[config.mk]
export PLATFORM = sky130hd
export DESIGN_NAME = ilk_interlock
export DESIGN_NICKNAME = d
export VERILOG_FILES = /design/src/rtl/ilk_pkg.sv /design/src/rtl/ilk_hazard.sv /design/src/rtl/ilk_stage_regs.sv /design/src/rtl/ilk_load_regs.sv /design/src/rtl/ilk_interlock.sv
export SDC_FILE = /design/constraint.sdc
export NUM_CORES = 1
export LEC_CHECK = 0
export BUFFER_PORTS_ARGS = -buffer_cell sky130_fd_sc_hd__buf_4
export CORE_MARGIN = 5
export CORE_UTILIZATION = 48
export DETAILED_ROUTE_END_ITERATION = 10
export GPL_ROUTABILITY_DRIVEN = 0
export HOLD_SLACK_MARGIN = 0.08
export PLACE_DENSITY = 0.79
export SLEW_MARGIN = 20
export SYNTH_ARGS = -nofsm -noshare
export SYNTH_HDL_FRONTEND = slang
export SYNTH_SLANG_ARGS = --single-unit
[constraint.sdc]
create_clock -name clk -period 2 [get_ports clk]
set_clock_uncertainty 0.05 [all_clocks]
set_input_delay 0.3 -clock clk [delete_from_list [all_inputs] [get_ports clk]]
set_output_delay 0.3 -clock clk [all_outputs]
set_load 0.01 [all_outputs]
[src/rtl/ilk_pkg.sv]
package ilk_pkg;
  typedef enum logic [2:0] {
    K_NONE  = 3'd0,
    K_ALU   = 3'd1,
    K_LOAD  = 3'd2,
    K_STORE = 3'd3,
    K_JUMP  = 3'd4,
    K_BRCH  = 3'd5
  } kind_e;

  function automatic logic is_mem(input kind_e k);
    return (k == K_LOAD) || (k == K_STORE);
  endfunction
endpackage

[src/rtl/ilk_hazard.sv]
module ilk_hazard
  import ilk_pkg::*;
#(
  parameter int RA_W = 5
) (
  input  logic            clk,
  input  logic            rst,
  input  kind_e           ex_k,
  input  logic [RA_W-1:0] ex_a,
  input  logic [RA_W-1:0] ex_b,
  input  kind_e           mm_k,
  input  logic [RA_W-1:0] mm_d,
  input  logic [RA_W-1:0] mm_b,
  input  kind_e           wb_k,
  input  logic [RA_W-1:0] wb_d,
  output logic            stall,
  output logic            st_fwd
);
  logic ld_old, hit_a, hit_b, alu_use, addr_use;

  always_comb begin
    ld_old   = (mm_k == K_LOAD);
    hit_a    = (mm_d == ex_a);
    hit_b    = (mm_d == ex_b);
    alu_use  = (ex_k == K_ALU) && (hit_a || hit_b);
    addr_use = is_mem(ex_k) && hit_a;
    stall    = ld_old && (alu_use || addr_use);
    st_fwd   = (mm_k == K_STORE) && (wb_k == K_LOAD) && (wb_d == mm_b);
  end

  p_no_stall_nonload_r8: assert property (@(posedge clk) disable iff (rst)
    (mm_k != K_LOAD) |-> !stall);

  p_ctl_insn_never_waits_r8: assert property (@(posedge clk) disable iff (rst)
    (ex_k == K_JUMP || ex_k == K_BRCH || ex_k == K_NONE) |-> !stall);

  p_store_data_exempt_r4: assert property (@(posedge clk) disable iff (rst)
    (mm_k == K_LOAD && ex_k == K_STORE && mm_d == ex_b && mm_d != ex_a) |-> !stall);
endmodule

[src/rtl/ilk_stage_regs.sv]
module ilk_stage_regs
  import ilk_pkg::*;
#(
  parameter int RA_W = 5
) (
  input  logic            clk,
  input  logic            rst,
  input  logic            stall,
  input  kind_e           in_k,
  input  logic [RA_W-1:0] in_d,
  input  logic [RA_W-1:0] in_a,
  input  logic [RA_W-1:0] in_b,
  output kind_e           ex_k,
  output logic [RA_W-1:0] ex_d,
  output logic [RA_W-1:0] ex_a,
  output logic [RA_W-1:0] ex_b,
  output kind_e           mm_k,
  output logic [RA_W-1:0] mm_d,
  output logic [RA_W-1:0] mm_b,
  output kind_e           wb_k,
  output logic [RA_W-1:0] wb_d,
  output kind_e           rt_k,
  output logic [RA_W-1:0] rt_d
);
  // Execute slot: frozen while stalled, else loads decode output.
  always_ff @(posedge clk) begin
    if (rst) begin
      ex_k <= K_NONE;
      ex_d <= '0;
      ex_a <= '0;
      ex_b <= '0;
    end else if (!stall) begin
      ex_k <= in_k;
      ex_d <= in_d;
      ex_a <= in_a;
      ex_b <= in_b;
    end
  end

  // Memory slot: takes a bubble on stall, else the execute instruction.
  always_ff @(posedge clk) begin
    if (rst || stall) begin
      mm_k <= K_NONE;
      mm_d <= '0;
      mm_b <= '0;
    end else begin
      mm_k <= ex_k;
      mm_d <= ex_d;
      mm_b <= ex_b;
    end
  end

  // Write-back and retired copy always advance.
  always_ff @(posedge clk) begin
    if (rst) begin
      wb_k <= K_NONE;
      wb_d <= '0;
      rt_k <= K_NONE;
      rt_d <= '0;
    end else begin
      wb_k <= mm_k;
      wb_d <= mm_d;
      rt_k <= wb_k;
      rt_d <= wb_d;
    end
  end

  p_hold_ex_r5: assert property (@(posedge clk) disable iff (rst)
    stall |=> ($stable(ex_k) && $stable(ex_d) && $stable(ex_a) && $stable(ex_b)));

  p_mem_advances_r5: assert property (@(posedge clk) disable iff (rst)
    stall |=> (wb_k == $past(mm_k) && wb_d == $past(mm_d)));

  p_bubble_r6: assert property (@(posedge clk) disable iff (rst)
    stall |=> (mm_k == K_NONE));

  p_retire_copy_r7: assert property (@(posedge clk) disable iff (rst)
    1'b1 |=> (rt_k == $past(wb_k) && rt_d == $past(wb_d)));
endmodule

[src/rtl/ilk_load_regs.sv]
module ilk_load_regs
  import ilk_pkg::*;
#(
  parameter int DATA_W = 32
) (
  input  logic              clk,
  input  logic              rst,
  input  kind_e             mm_k,
  input  logic [DATA_W-1:0] rdata,
  output logic [DATA_W-1:0] lmdr,
  output logic [DATA_W-1:0] lmdr1
);
  always_ff @(posedge clk) begin
    if (rst) begin
      lmdr  <= '0;
      lmdr1 <= '0;
    end else begin
      if (mm_k == K_LOAD) lmdr <= rdata;
      lmdr1 <= lmdr;
    end
  end

  p_lmdr_capture_r7: assert property (@(posedge clk) disable iff (rst)
    (mm_k == K_LOAD) |=> (lmdr == $past(rdata)));

  p_lmdr1_follows_r7: assert property (@(posedge clk) disable iff (rst)
    1'b1 |=> (lmdr1 == $past(lmdr)));
endmodule

[src/rtl/ilk_interlock.sv]
module ilk_interlock
  import ilk_pkg::*;
#(
  parameter int RA_W   = 5,
  parameter int DATA_W = 32
) (
  input  logic              clk,
  input  logic              rst,
  input  logic [2:0]        dec_kind,
  input  logic [RA_W-1:0]   dec_dest,
  input  logic [RA_W-1:0]   dec_src_a,
  input  logic [RA_W-1:0]   dec_src_b,
  input  logic [DATA_W-1:0] mem_rdata,
  output logic              stall,
  output logic [2:0]        ex_kind,
  output logic [RA_W-1:0]   ex_dest,
  output logic [2:0]        mem_kind,
  output logic [RA_W-1:0]   mem_dest,
  output logic [2:0]        wb_kind,
  output logic [RA_W-1:0]   wb_dest,
  output logic [2:0]        ret_kind,
  output logic [RA_W-1:0]   ret_dest,
  output logic [DATA_W-1:0] lmdr_q,
  output logic [DATA_W-1:0] lmdr1_q,
  output logic              st_data_fwd
);
  kind_e           in_k, ex_k, mm_k, wb_k, rt_k;
  logic [RA_W-1:0] ex_a, ex_b, mm_b;

  assign in_k = kind_e'(dec_kind);

  ilk_stage_regs #(.RA_W(RA_W)) u_stages (
    .clk(clk), .rst(rst), .stall(stall),
    .in_k(in_k), .in_d(dec_dest), .in_a(dec_src_a), .in_b(dec_src_b),
    .ex_k(ex_k), .ex_d(ex_dest), .ex_a(ex_a), .ex_b(ex_b),
    .mm_k(mm_k), .mm_d(mem_dest), .mm_b(mm_b),
    .wb_k(wb_k), .wb_d(wb_dest),
    .rt_k(rt_k), .rt_d(ret_dest)
  );

  ilk_hazard #(.RA_W(RA_W)) u_hazard (
    .clk(clk), .rst(rst),
    .ex_k(ex_k), .ex_a(ex_a), .ex_b(ex_b),
    .mm_k(mm_k), .mm_d(mem_dest), .mm_b(mm_b),
    .wb_k(wb_k), .wb_d(wb_dest),
    .stall(stall), .st_fwd(st_data_fwd)
  );

  ilk_load_regs #(.DATA_W(DATA_W)) u_load (
    .clk(clk), .rst(rst), .mm_k(mm_k), .rdata(mem_rdata),
    .lmdr(lmdr_q), .lmdr1(lmdr1_q)
  );

  assign ex_kind  = ex_k;
  assign mem_kind = mm_k;
  assign wb_kind  = wb_k;
  assign ret_kind = rt_k;

  p_single_cycle_r6: assert property (@(posedge clk) disable iff (rst)
    stall |=> !stall);

  p_reset_quiet_r1: assert property (@(posedge clk)
    rst |=> (ex_kind == 3'd0 && mem_kind == 3'd0 && !stall));
endmodule

# Word-level counts from Yosys, hierarchy flattened
# Index checks and enable logic that the tools add are counted.
# word_totals
output_inout_bits,98
wordCells,31
reg_bits,111
# op_classes
eq_ne,9
n_reduce_logical,9
# ops
op,n
"3-bit by 2-bit == test with 1-bit output, second input constant",5
5-bit == test,3
1-bit logical AND,5
1-bit logical OR,4
"3-bit by 1-bit == test with 1-bit output, second input constant",1

# Logic depth before layout (Yosys ltp)
# logic_depth
ltp_word,6
depth_mapped,6
mapped_depth_nobuf,5

# By module
# From an unflattened synthesis, not the netlist that was laid out.
# unflattened
cells_unflattened,318
area_unflattened_um2,3834.9
# modules_own_cells
module,seq_area_each_um2,area_per_inst_um2,n_inst,cells_per_inst
ilk_load_regs,1281.2,2164.6,1,171
ilk_stage_regs,940.9,1453.9,1,120
ilk_hazard,0.0,216.5,1,27

# Worst setup path before layout
# OpenSTA, ideal clock, no wires.
# synth_path
kind,reg-to-output
start,register u_stages.mm_k[1]
end,output port stall
path_buffers,2
path_slack_ns,0.148
t_arrival_ns,1.502
t_required_ns,1.650
path_stages_with_launch,5
path_cell_list,dfxtp_1 -> or3b_1 -> buf_2 -> nor4_4 -> buf_2
# synth_between
elab_chain_cells,2
# synth_rtl
element,line_no,rtl
"start, declared",ilk_stage_regs.sv:17,"output kind_e mm_k,"
"start signal, assigned",ilk_stage_regs.sv:47,mm_k <= ex_k;
3-bit by 2-bit == test with 1-bit output,ilk_hazard.sv:22,ld_old = (mm_k == K_LOAD);
1-bit logical AND,ilk_hazard.sv:27,stall = ld_old && (alu_use || addr_use);
"end, declared",ilk_interlock.sv:14,"output logic stall,"
# No other way between the ends.

# Final worst setup path
# layout_path
start,register u_stages.ex_b[1]
end,output port stall
# layout_between
elab_chain_cells,5
# layout_rtl
element,line_no,rtl
"start, declared",ilk_stage_regs.sv:16,"output logic [RA_W-1:0] ex_b,"
"start signal, assigned",ilk_stage_regs.sv:36,ex_b <= in_b;
5-bit == test,ilk_hazard.sv:24,hit_b = (mm_d == ex_b);
1-bit logical OR,ilk_hazard.sv:25,alu_use = (ex_k == K_ALU) && (hit_a || hit_b);
1-bit logical AND,ilk_hazard.sv:25,
1-bit logical OR,ilk_hazard.sv:27,
1-bit logical AND,ilk_hazard.sv:27,
# No other way between the ends.

==> run_results.csv <==
group,metric,value,unit
route,wl_per_cell,13.5,um
logic_synthesis,synthMuxAreaShare,4.54,%
final_layout,insertedDiodeCount,0,
logic_synthesis,synth_top_family_by_area,"simple AND/OR/NAND/NOR gates",
logic_synthesis,netlist_area,3750,um2
sta,setup_viol,0,
power,worst_ir_drop_vdd,0.000335,V
route,drt-total-wl,8.43,mm
grt,grt_pass1_wl,13.5,mm
logic_synthesis,syn_inst,371,
final_layout,final_area,5200,um2
logic_synthesis,synth_seq_cells,111,
place,preCtsSetupSlack,185,ps
floorplan,die_width,98.4,um
final_layout,area_delta_synth_final,38.8,%
logic_synthesis,synth-xor-area-share,3.51,%
final_layout,fin_nets,569,
grt,overflow,0,
route,post-route-drc-count,0,
sta,relSlewSlack,76.3,%
setup_path,r2r_slack,200,ps
sta,clock.fmax,501,MHz
hold_path,hold_depth,3,
power,powerDensity,770,nW/um2
clock_tree,root_buffer,"clkbuf_8",
setup_path,cp_max_fo,3,
setup_path,critPathLaunchType,"flop",
setup_path,timing.reg2reg.worst_path_depth,7,
clock_tree,clock_latency,350,ps
floorplan,start_util,49.0,%
logic_synthesis,synth.most_common_cell,"dfxtp_1",
route,dr.pass1.iters,4,
route,wl_met1,3.57,mm
place,placed_cells,607,
logic_synthesis,synth_enable_flop_cells,0,
flow_run,cap_viol_max_count,0,
route,vias,2879,
route,wl_met2,4.15,mm
sta,tightestPinTransition,356,ps
logic_synthesis,yosysTopAreaCellShare,59.3,%
clock_tree,cts_made_buffers,9,
clock_tree,hold_buffers,0,
hold_path,holdPathEnd,"u_load.lmdr[19]$_SDFFE_PP0P_",
floorplan,die-area,9670,um2
logic_synthesis,avgSynthCellArea,10.1,um2
setup_path,critical_path_class,"flop to primary output",
route,top_layer,"met4",
setup_path,cp-end-kind,"primary output",
logic_synthesis,synth_fp_nets,423,
setup_path,timing.rr.end,"u_stages.ex_b[0]$_SDFFE_PP0N_",
sta,post-route-period-util,99.7,%
logic_synthesis,synth_cell_type_count,21,
grt,track_usage,17.3,%
floorplan,core_area,7650,um2
setup_path,cp.arrival,1640,ps
power,finalPower,0.00400,W
logic_synthesis,yosys.area_share.adder,0,%
grt,grt_pass1_vias,2719,
clock_tree,clk_pin_slew_worst_paths,110,ps
sta,setup_ws,5.90,ps
logic_synthesis,yosysTopAreaCell,"dfxtp_1",
sta,fin_crit,1990,ps
setup_path,cp.required,1650,ps
hold_path,min_path_type,"input pin to flop",
logic_synthesis,synthSimpleGateAreaFrac,25.3,%
sta,rsz0062_at_grt,"yes",
route,vias_per_cell,4.61,
run_status,outcome,"completed",
route,dr_wl_met3,592,um
logic_synthesis,synthFlopType,"dfxtp_1",
sta,holdWs,127,ps
grt,grt_max_degree,62,
logic_synthesis,synthArstFlopShare,0,%
logic_synthesis,synth_seq_area_share,59.3,%
power,p_leak,2.27,nW
logic_synthesis,yosys_warnings,0,
grt,antenna_found_initial,0,
route,ant_nets,0,
final_layout,layout-drive-gt1-share,35.1,%
floorplan,num_rows,32,
logic_synthesis,synth_area_leaders,"dfxtp_1 (59%), nor2b_1 (8.2%), nand2_1 (6.4%)",
clock_tree,cts_max_level,3,
final_layout,final_cell_count_no_fill,624,
clock_tree,clock_path_buffers,2,
logic_synthesis,synth-compound-area-share,4.51,%
floorplan,die_h,98.4,um
sta,hold_viol,0,
setup_path,reg2reg_from,"u_stages.ex_b[1]$_SDFFE_PP0N_",
place,placed_area,4970,um2
clock_tree,cts_tree,"built",
logic_synthesis,synthTopCellsByCount,"dfxtp_1 (111), nand2_1 (64), nor2b_1 (49)",
hold_path,hold_start,"mem_rdata[19]",
place,hpwl,6.19,mm
final_layout,num-fill-cells,619,
clock_tree,cts_sinks,111,
sta,slew_violations,0,
floorplan,num_io_pins,150,
route,drt_iter0_drc,72,
place,numPortBuffers,149,
## layer usage
| metal | vias up | track usage (%) |
|---|---|---|
| met5 | - | 0 |
| met4 | 0 | 6.62 |
| met3 | 8 | 4.79 |
| met2 | 91 | 28.7 |
| met1 | 1303 | 21.4 |
| li1 | 1477 | - |
## area by class of cell
type                            instances  area, um2  area share [%]
Clock buffer                           10        128            2.45
Clock inverter                          6       66.3            1.28
Multi-Input combinational cell        236       1440            27.8
Sequential cell                       111       2230            42.9
Tap cell                              102        128            2.45
Timing Repair Buffer                  159       1210            23.2
## report_power, final
group / internal [W] / leakage (nW) / switching [W] / total [W]
logic: 0.000209 / 1.26 / 0.000162 / 0.000372
registers: 0.00228 / 0.907 / 0.0000506 / 0.00233
clock network: 0.000587 / 0.101 / 0.000712 / 0.00130
total: 0.00308 / 2.27 / 0.000925 / 0.00400
## critical path: stages (launching register included)
cell and delay, ps:
dfxtp_2 350, xor2_1 150, nor4_1 280, a32oi_1 130, nor4_4 200, buf_4 180
## through the flow
step	util, %	TNS, ps
2_1_floorplan	-	0
3_3_place_gp	65.0	0
3_5_place_dp	65.0	0
4_1_cts	67.8	-41.6
5_1_grt	68.0	-153
6_report	68.0	0
## placed cells by master, fill, tap and decap left out
master | synthesis | routed
inv_6 | 0 | 2
nor3b_2 | 0 | 1
nor4b_2 | 0 | 1
nand4b_1 | 1 | 1
clkbuf_8 | 0 | 9
nor4_4 | 1 | 1
xnor2_1 | 2 | 2
clkinv_2 | 0 | 2
buf_12 | 0 | 1
dfxtp_2 | 0 | 5
or3b_1 | 1 | 1
a32oi_1 | 1 | 1
nor3_1 | 3 | 3
xor2_1 | 13 | 13
mux2i_1 | 17 | 17
buf_4 | 0 | 158
bufinv_16 | 0 | 1
nand2_1 | 64 | 64
nor2b_1 | 49 | 49
nor4_1 | 1 | 1
clkinv_4 | 0 | 1
nor4bb_4 | 0 | 1
nor2_1 | 1 | 1
clkbuf_1 | 20 | 1
nor3b_1 | 14 | 13
nand2b_1 | 34 | 34
a21oi_1 | 32 | 32
dfxtp_1 | 111 | 106
## flip-flops by register name (all words and copies together) (netlist names)
register and cells:
u_load.lmdr1 32, u_load.lmdr 32, u_stages.ex_a 5, u_stages.ex_b 5, u_stages.ex_d 5, u_stages.mm_b 5, u_stages.mm_d 5, u_stages.rt_d 5
u_stages.wb_d 5, u_stages.ex_k 3, u_stages.mm_k 3, u_stages.rt_k 3, u_stages.wb_k 3
## kinds of logic after synthesis
family | count (synthesis)
AND/OR/NAND/NOR | 171
AO/OA/AOI/OAI | 33
XOR/XNOR | 15
buffers and inverters | 24
flip-flops | 111
multiplexers | 17
## worst max-delay path by stage
| stage | to | depth (start not counted) | start | slack (ps) |
|---|---|---|---|---|
| detailed placement | u_stages.ex_b[0]$_SDFFE_PP0N_ | 6 | u_stages.mm_d[2]$_SDFF_PP0_ | 180 |
| global route | stall | 5 | u_stages.mm_d[1]$_SDFF_PP0_ | -150 |
| finish | stall | 5 | u_stages.ex_b[1]$_SDFFE_PP0N_ | 6 |
| CTS | stall | 5 | u_stages.mm_d[4]$_SDFF_PP0_ | -40 |
| global placement | u_stages.ex_a[2]$_SDFFE_PP0N_ | 6 | u_stages.mm_d[2]$_SDFF_PP0_ | 240 |
| floorplan | stall | 4 | u_stages.mm_k[1]$_SDFF_PP0_ | 150 |
## repair_timing
item	in CTS	in global routing
endpoints found under the setup margin	2	5
setup buffers	1	0
resized for setup	2	6
pin swaps	1	1
Note: power is estimated with default switching activity, not from simulation.
